**config.mk**
```make
export PLATFORM = sky130hd
export DESIGN_NAME = arr_store_addr
export DESIGN_NICKNAME = d
export VERILOG_FILES = /design/src/rtl/arr_store_addr.sv
export SDC_FILE = /design/constraint.sdc
export NUM_CORES = 2
export LEC_CHECK = 0
export ABC_AREA = 1
export BUFFER_PORTS_ARGS = -buffer_cell sky130_fd_sc_hd__buf_4
export CAP_MARGIN = 30
export CORE_MARGIN = 10
export CORE_UTILIZATION = 55
export DETAILED_ROUTE_END_ITERATION = 6
export PLACE_DENSITY = 0.72
export SETUP_SLACK_MARGIN = 0.5
export SKIP_CTS_REPAIR_TIMING = 1
export SLEW_MARGIN = 20
export SYNTH_ARGS = -nofsm -noshare
export SYNTH_HDL_FRONTEND = slang
export SYNTH_SLANG_ARGS = --single-unit
```
**constraint.sdc**
```tcl
create_clock -name clk -period 14.12 [get_ports clk]
set_input_delay 2.824 -clock clk [delete_from_list [all_inputs] [get_ports clk]]
set_output_delay 2.824 -clock clk [all_outputs]
set_load 0.01 [all_outputs]
```
**src/rtl/arr_store_addr.sv**
```systemverilog
module arr_store_addr #(
  parameter int NDESC  = 32,
  parameter int NIDX   = 16,
  parameter int NINC   = 8,
  parameter int BASE_W = 48,
  parameter int IDX_W  = 32,
  parameter int DATA_W = 64
) (
  input  logic              clk,
  input  logic              rst_n,
  input  logic              cmd_valid,
  output logic              cmd_ready,
  input  logic [6:0]        cmd_opc,
  input  logic [2:0]        cmd_chan,
  input  logic [5:0]        cmd_mode,
  input  logic [31:0]       cmd_word,
  input  logic [DATA_W-1:0] cmd_operand,
  input  logic [95:0]       lit_vals,
  input  logic [2:0]        lit_present,
  output logic              mem_wvalid,
  input  logic              mem_wready,
  output logic [BASE_W-1:0] mem_waddr,
  output logic [DATA_W-1:0] mem_wdata,
  output logic [DATA_W/8-1:0] mem_wstrb,
  output logic              exc_valid,
  output logic [1:0]        exc_code
);
  localparam int DS_W = $clog2(NDESC);
  localparam int XS_W = $clog2(NIDX);
  localparam int IS_W = $clog2(NINC);
  localparam int SB_W = DATA_W / 8;

  logic [BASE_W-1:0]          base_q [NDESC];
  logic [NDESC-1:0][1:0]      rw_q;
  logic [IDX_W-1:0]           idx_q  [NIDX];
  logic [IDX_W-1:0]           inc_q  [NINC];

  logic                       wv_q, step_q;
  logic [XS_W-1:0]            step_sel_q;
  logic [IDX_W-1:0]           step_amt_q;
  logic [BASE_W-1:0]          waddr_q;
  logic [DATA_W-1:0]          wdata_q;
  logic [SB_W-1:0]            wstrb_q;
  logic                       exc_q;
  logic [1:0]                 code_q;

  wire [1:0]      f_lit  = cmd_word[9:8];
  wire            f_step = cmd_word[10];
  wire [IS_W-1:0] f_inc  = cmd_word[12 +: IS_W];
  wire [XS_W-1:0] f_idx  = cmd_word[15 +: XS_W];
  wire [DS_W-1:0] f_desc = cmd_word[19 +: DS_W];
  wire            f_spec = cmd_word[31];

  logic unused_bits;
  assign unused_bits = ^{cmd_word[7:0], cmd_word[11], cmd_word[30:24]};

  wire is_dword = cmd_opc == 7'h1F;
  wire opc_ok   = cmd_opc[6:1] == 6'h0F;
  wire chan_ok  = cmd_chan == 3'd2 || cmd_chan == 3'd5;
  wire lit_ok   = f_lit == 2'd0 || lit_present[f_lit - 2'd1];
  wire mode_st  = cmd_mode == 6'h00;
  wire mode_pg  = cmd_mode == 6'h3F;
  wire accept   = cmd_valid && cmd_ready;

  logic [31:0] lit_word;
  always_comb begin
    case (f_lit)
      2'd1:    lit_word = lit_vals[31:0];
      2'd2:    lit_word = lit_vals[63:32];
      2'd3:    lit_word = lit_vals[95:64];
      default: lit_word = 32'd0;
    endcase
  end

  logic [1:0] code_n;
  always_comb begin
    if (!opc_ok || !chan_ok)               code_n = 2'd2;
    else if (!lit_ok)                      code_n = 2'd1;
    else if (f_spec || !(mode_st || mode_pg)) code_n = 2'd3;
    else                                   code_n = 2'd0;
  end

  wire [BASE_W-1:0] st_addr = base_q[f_desc] + BASE_W'(idx_q[f_idx]) + BASE_W'(lit_word);
  wire [IDX_W-1:0]  st_step = is_dword ? (inc_q[f_inc] << 3) : (inc_q[f_inc] << 2);
  wire [BASE_W-1:0] pg_base = is_dword ? cmd_operand[BASE_W-1:0] : BASE_W'(cmd_operand[31:0]);

  assign cmd_ready  = !wv_q;
  assign mem_wvalid = wv_q;
  assign mem_waddr  = waddr_q;
  assign mem_wdata  = wdata_q;
  assign mem_wstrb  = wstrb_q;
  assign exc_valid  = exc_q;
  assign exc_code   = code_q;

  always_ff @(posedge clk) begin
    if (!rst_n) begin
      for (int i = 0; i < NDESC; i++) base_q[i] <= '0;
      for (int i = 0; i < NIDX; i++)  idx_q[i]  <= '0;
      for (int i = 0; i < NINC; i++)  inc_q[i]  <= '0;
      rw_q       <= '0;
      wv_q       <= 1'b0;
      step_q     <= 1'b0;
      step_sel_q <= '0;
      step_amt_q <= '0;
      waddr_q    <= '0;
      wdata_q    <= '0;
      wstrb_q    <= '0;
      exc_q      <= 1'b0;
      code_q     <= 2'd0;
    end else begin
      exc_q <= 1'b0;
      if (accept) begin
        if (code_n != 2'd0) begin
          exc_q  <= 1'b1;
          code_q <= code_n;
        end else if (mode_st) begin
          wv_q       <= 1'b1;
          waddr_q    <= st_addr;
          wdata_q    <= is_dword ? cmd_operand : DATA_W'(cmd_operand[31:0]);
          wstrb_q    <= is_dword ? {SB_W{1'b1}} : SB_W'({(SB_W/2){1'b1}});
          step_q     <= f_step;
          step_sel_q <= f_idx;
          step_amt_q <= st_step;
        end else if (!f_step) begin
          base_q[f_desc] <= pg_base;
          rw_q[f_desc]   <= 2'd3;
          inc_q[f_inc]   <= IDX_W'(1);
        end else begin
          idx_q[f_idx] <= cmd_operand[IDX_W-1:0];
        end
      end
      if (wv_q && mem_wready) begin
        wv_q <= 1'b0;
        if (step_q) idx_q[step_sel_q] <= idx_q[step_sel_q] + step_amt_q;
      end
    end
  end
endmodule

```
=== After elaboration in Yosys (flattened, before gate mapping) ===
Memories as Yosys holds them, arrays and structs flattened. A register that Yosys moved wholly into a read port is not among the register bits.
Cells that the tools add are included.

* Flip-flop bits (word level): 161
* Latch bits: 0
* Memory bits (writable): 2,056
* Memory bits (read-only): 0
* Input bits: 215
* Logic and storage cells: 91
* Memories kept: 3

{| class="wikitable"
|+ Memories
! name !! words !! width !! rd ports !! clocked after Yosys merged registers in !! wr ports !! RTL line !! RTL
|-
| base_q || 32 || 48 || 1 || 0 || 32 || 33 || <nowiki>logic [BASE_W-1:0] base_q [NDESC];</nowiki>
|-
| idx_q || 16 || 32 || 2 || 1 || 16 || 35 || <nowiki>logic [IDX_W-1:0] idx_q [NIDX];</nowiki>
|-
| inc_q || 8 || 1 || 1 || 0 || 8 || 36 || <nowiki>logic [IDX_W-1:0] inc_q [NINC];</nowiki>
|}

* Add/sub/neg operators: 4
* $mul: 0
* Divide/modulo/power cells: 0
* $lt $le $gt $ge: 1
* Eq/ne operators: 8
* Shifts and indexed selects: 0
* Multiplexer cells: 42
* Bitwise operators: 2
* Reduce and logical (&&, ||, !) cells: 22

{| class="wikitable"
|+ Operator list
! kind !! count
|-
| 48-bit by 32-bit adder with 48-bit output || 2
|-
| 32-bit two-way mux || 3
|-
| 48-bit two-way mux || 2
|-
| 32-bit one-hot mux with 3 select lines || 1
|-
| 64-bit two-way mux || 1
|-
| 32-bit OR reduction || 2
|-
| 48-bit OR reduction || 1
|-
| 32-bit adder || 1
|-
| 1-bit two-way mux || 24
|-
| 4-bit two-way mux || 4
|-
| 8-bit two-way mux || 1
|-
| 7-bit by 5-bit equality test with 1-bit output (second input constant) || 1
|-
| 6-bit by 4-bit equality test with 1-bit output (second input constant) || 1
|-
| 6-bit equality test (second input constant) || 1
|-
| 6-bit logical NOT || 1
|-
| 2-bit two-way mux || 3
|-
| 1-bit logical OR || 5
|-
| 5-bit two-way mux || 1
|-
| 2-bit equality test (second input constant) || 2
|-
| 1-bit logical NOT || 4
|-
| 2-bit AND reduction || 2
|-
| 3-bit by 2-bit equality test with 1-bit output (second input constant) || 1
|-
| 3-bit equality test (second input constant) || 1
|-
| 2-bit by 3-bit less-than comparator with 1-bit output (second input constant) || 1
|-
| 11 further kinds || 13
|}

=== Depth between registers and ports, before layout ===
* Depth after elaboration: 15
* Gate-level depth with buffers: 32
* Mapped depth without buffers: 27

=== Least setup slack after synthesis ===
OpenSTA, ideal clock, no wires.

* Path type: input port to flip-flop
* From: in cmd_word[19]
* To: reg waddr_q[47], in the netlist mem_waddr[47]
* Arrival time: 7,226 ps
* Required time: 14,011 ps
* Setup slack: 6,785 ps
* Stages: 29
* Cells stage by stage: buf_2 buf_2 buf_2 buf_2 buf_2 clkbuf_1 clkbuf_1 nand3_1 nand3_1 nand2_1 nand4_1 nor2_1 fa_1 inv_1 ha_1 inv_1 fa_1 o21ai_0 a21boi_0 o21ai_0 nand2_1 nand2_1 nand3_1 nand2_1 nand2_1 nand2_1 nand3_1 nand2_1 inv_1

* Word-level cells in the longest chain between the ends: 3

{| class="wikitable"
|+ RTL lines
! what !! RTL line !! RTL
|-
| start, declared || 16 || <nowiki>input logic [31:0] cmd_word,</nowiki>
|-
| memory 32 x 48 bit || -- ||
|-
| 48-bit by 32-bit adder with 48-bit output (2 in a row) || 83 || <nowiki>wire [BASE_W-1:0] st_addr = base_q[f_desc] + BASE_W'(idx_q[f_idx]) + BASE_W'(lit_word);</nowiki>
|-
| end signal, assigned || 118 || <nowiki>waddr_q <= st_addr;</nowiki>
|-
| end, declared || 41 || <nowiki>logic [BASE_W-1:0] waddr_q;</nowiki>
|}

Every way passes these cells.
A chain may end at the register's enable or synchronous reset.

=== Final worst setup path ===
Same ends and word-level chain as after synthesis.

==> reports/qor.txt <==
Critical Path RT: 14900 ps
H-tree depth: 4
Layout Nets: 10925
prevailing post-synth register cell: edfxtp_1
clock transition at the registers of the reported paths: 60 ps
Power per Cell Area: 125 nW/um^2
HPWL after DPL: 214000 um
Synth area leader: edfxtp_1
antenna violations before repair: 8
GRT Util Overall: 0.357
top cell type's share of synthesized area: 0.593
Synth Warn #: 0
antenna viol nets, final: 0
synth unique cells: 55
Clock Skews: 41.7 ps
vias in the first global route: 83383
Die ar.: 206000 um^2
Fin Setup TNS: 0 ps
fraction of layout cells with a size suffix above 1: 0.106
DRC violations left: 27
Cells after Synth: 10746
post-synthesis sequential area ratio: 0.619
Via Count: 86379
result of the run: finished, violations left
cell area after synthesis: 104000 um^2
drt pass-1 iters: 7
Finished Layout Cells: 13320
kind of critical path: in2reg
critical path arrival: 9780 ps
Initial DRC Count: 14427
global-route wire length before repair: 545000 um
FP Rows: 159
largest net degree at the start of global routing: 131
Post-Route WL: 380000 um
Final min period: 9000 ps
Initial Util: 0.553
failing checks: DRC
Setup Viol. Count Final: 0
Crit. End Element: flop
Num CTS Buffers: 218
GRT overflow: 0
Yosys reg bits: 2185
synth cell count leaders: nor2_1 (2492), edfxtp_1 (2048), nand2_1 (1810), nand3_1 (919), o21ai_0 (651)
Avg Cell Area, Syn: 9.65 um^2
Worst Hold Class: reg2reg
die width: 454 um
Syn Nets: 11033
Max Cap Viol: 0
Post-synth EDFFs: 2048
CP max FO: 111
leakage power: 43.9 nW
Core Footprint: 188000 um^2
Final GP Congestion: 0.964
Post-Place Cells: 12894
Final Hold Vio Count: 0
CTS root buf: clkbuf_16
startpoint types: input port
TritonCTS clock tree: yes
Max rail drop VDD: 115 uV
area growth from synthesis to final layout: 11.2%
count leader, synth: nor2_1
final period utilization: 0.637
number of vias per cell: 6.48
RSZ-0062 raised after global routing: no
clock tree sinks: 2185
post-DR wirelength/cell: 28.5 um
Worst slew margin: 0.238
Clk Latency, worst-skew pair: 900 ps
Slew Limit Fails: 0
Boundary Pins: 340
Final Util: 0.615
clock tree buffer depth: 3
max frequency: 111 MHz
FFs w/ async S/R, synth: 0
overall die height: 454 um
worst slew pin tran: 1140 ps
Area contributors post-synth: edfxtp_1 (59%), nor2_1 (9.0%), nand2_1 (6.6%)
IO buf count: 323
[critical path, cell delays in order]
cell and delay (ps):
buf_8 420, buf_12 400, inv_2 330, nor2_4 220
buf_12 490, buf_4 690, a22oi_1 150, nand3_1 120
nand2_1 80, nand4_1 130, nor2_1 200, fa_1 570
inv_1 50, ha_1 350, nand2_1 60, o21ai_0 400
a21boi_0 290, o21ai_0 590, nand2_1 160, nand2_1 150
nand3_1 140, nand2_1 130, nand2_1 70, nand2_1 50
nand3_1 60, nand2_1 80, inv_1 30
[registers in the layout, indices dropped and copies added, names as in the netlist, named ones only]
register / flops
step_amt_q: 2
base_q: 1536
mem_wvalid: 1
mem_waddr: 48
exc_valid: 1
step_sel_q: 4
idx_q: 512
exc_code: 2
mem_wdata: 64
step_q: 1
mem_wstrb: 2
inc_q: 8
[worst paths after layout]
path	slack, ps	end	depth (start not counted)	from
worst max-delay path	5120	mem_waddr[47]	27	cmd_word[19]
worst min register to register	460	mem_wdata[61]	2	mem_wdata[61]
worst max register to register	8620	idx_q[6][12]	16	flop
worst min-delay path	460	mem_wdata[61]	2	mem_wdata[61]
[logic make-up (layout without fill, tap and decap cells)]
kind of cell             count (synthesis)  count (layout)  share of synthesized area
XOR/XNOR                                35              35                    0.00296
other                                    0               5                          0
AO/OA/AOI/OAI                         1606            1606                     0.0936
buffers and inverters                 1354            1428                     0.0553
flip-flops                            2185            2185                      0.619
adder cells (fa/ha/maj)                 72              72                     0.0111
AND/OR/NAND/NOR                       5494            5494                      0.218
[per-layer routing]
layer	share of wire	GRT usage	vias to the layer above
li1	-	-	36569
met1	0.32	0.429	40766
met2	0.44	0.551	7308
met3	0.15	0.106	1732
met4	0.081	0.254	4
met5	0.000061	0.000466	-
[area by class of cell]
type,instances,area (um^2)
antenna,5,12.5
timing repair buffer,591,5210
fill,14987,72300
sequential,2185,64300
multi-input combinational,7207,34300
clock inverter,107,942
clock buffer,295,5860
inverter,435,1640
tap,2495,3120
[metrics by stage]
stage	setup WS, ps	cell area, um^2	hold WS, ps	power, mW
after detailed placement	4550	108000	456	8.88
after global routing	4800	115000	488	14.8
after floorplan	6790	104000	425	8.26
after global placement	4470	107000	435	8.83
after CTS	5470	115000	468	14.4
final	5120	115000	465	14.4
[cells in the final DEF, fill, tap and decap left out, types with 13 or more instances in the layout]
master	instances
nor2_2	78
dfxtp_1	134
xnor2_1	21
o21a_1	21
buf_12	21
nand3_1	913
o221ai_1	64
buf_16	20
nor2_1	2490
a21oi_1	290
clkinv_2	27
a221oi_1	13
nand4_1	88
fa_1	34
inv_1	392
o22ai_1	30
o21ai_1	43
nand2_1	1729
inv_2	13
ha_1	38
clkinv_1	81
buf_4	527
clkbuf_16	219
a31oi_1	13
nand3_2	18
nor3_1	18
a22oi_1	281
o211ai_1	115
edfxtp_1	2048
nand2_4	35
nand2_2	73
xor2_1	14
clkbuf_1	66
o21ai_0	651
a22o_1	35
nor3_2	16
[where the power goes]
part / internal [mW] / switching [mW] / total [mW]
Combinational: 0.386 / 1.11 / 1.49
Sequential: 7.25 / 0.0626 / 7.32
Clock: 3.08 / 2.55 / 5.62
Total: 10.7 / 3.72 / 14.4
No activity file was read; power rests on OpenSTA's default activity.
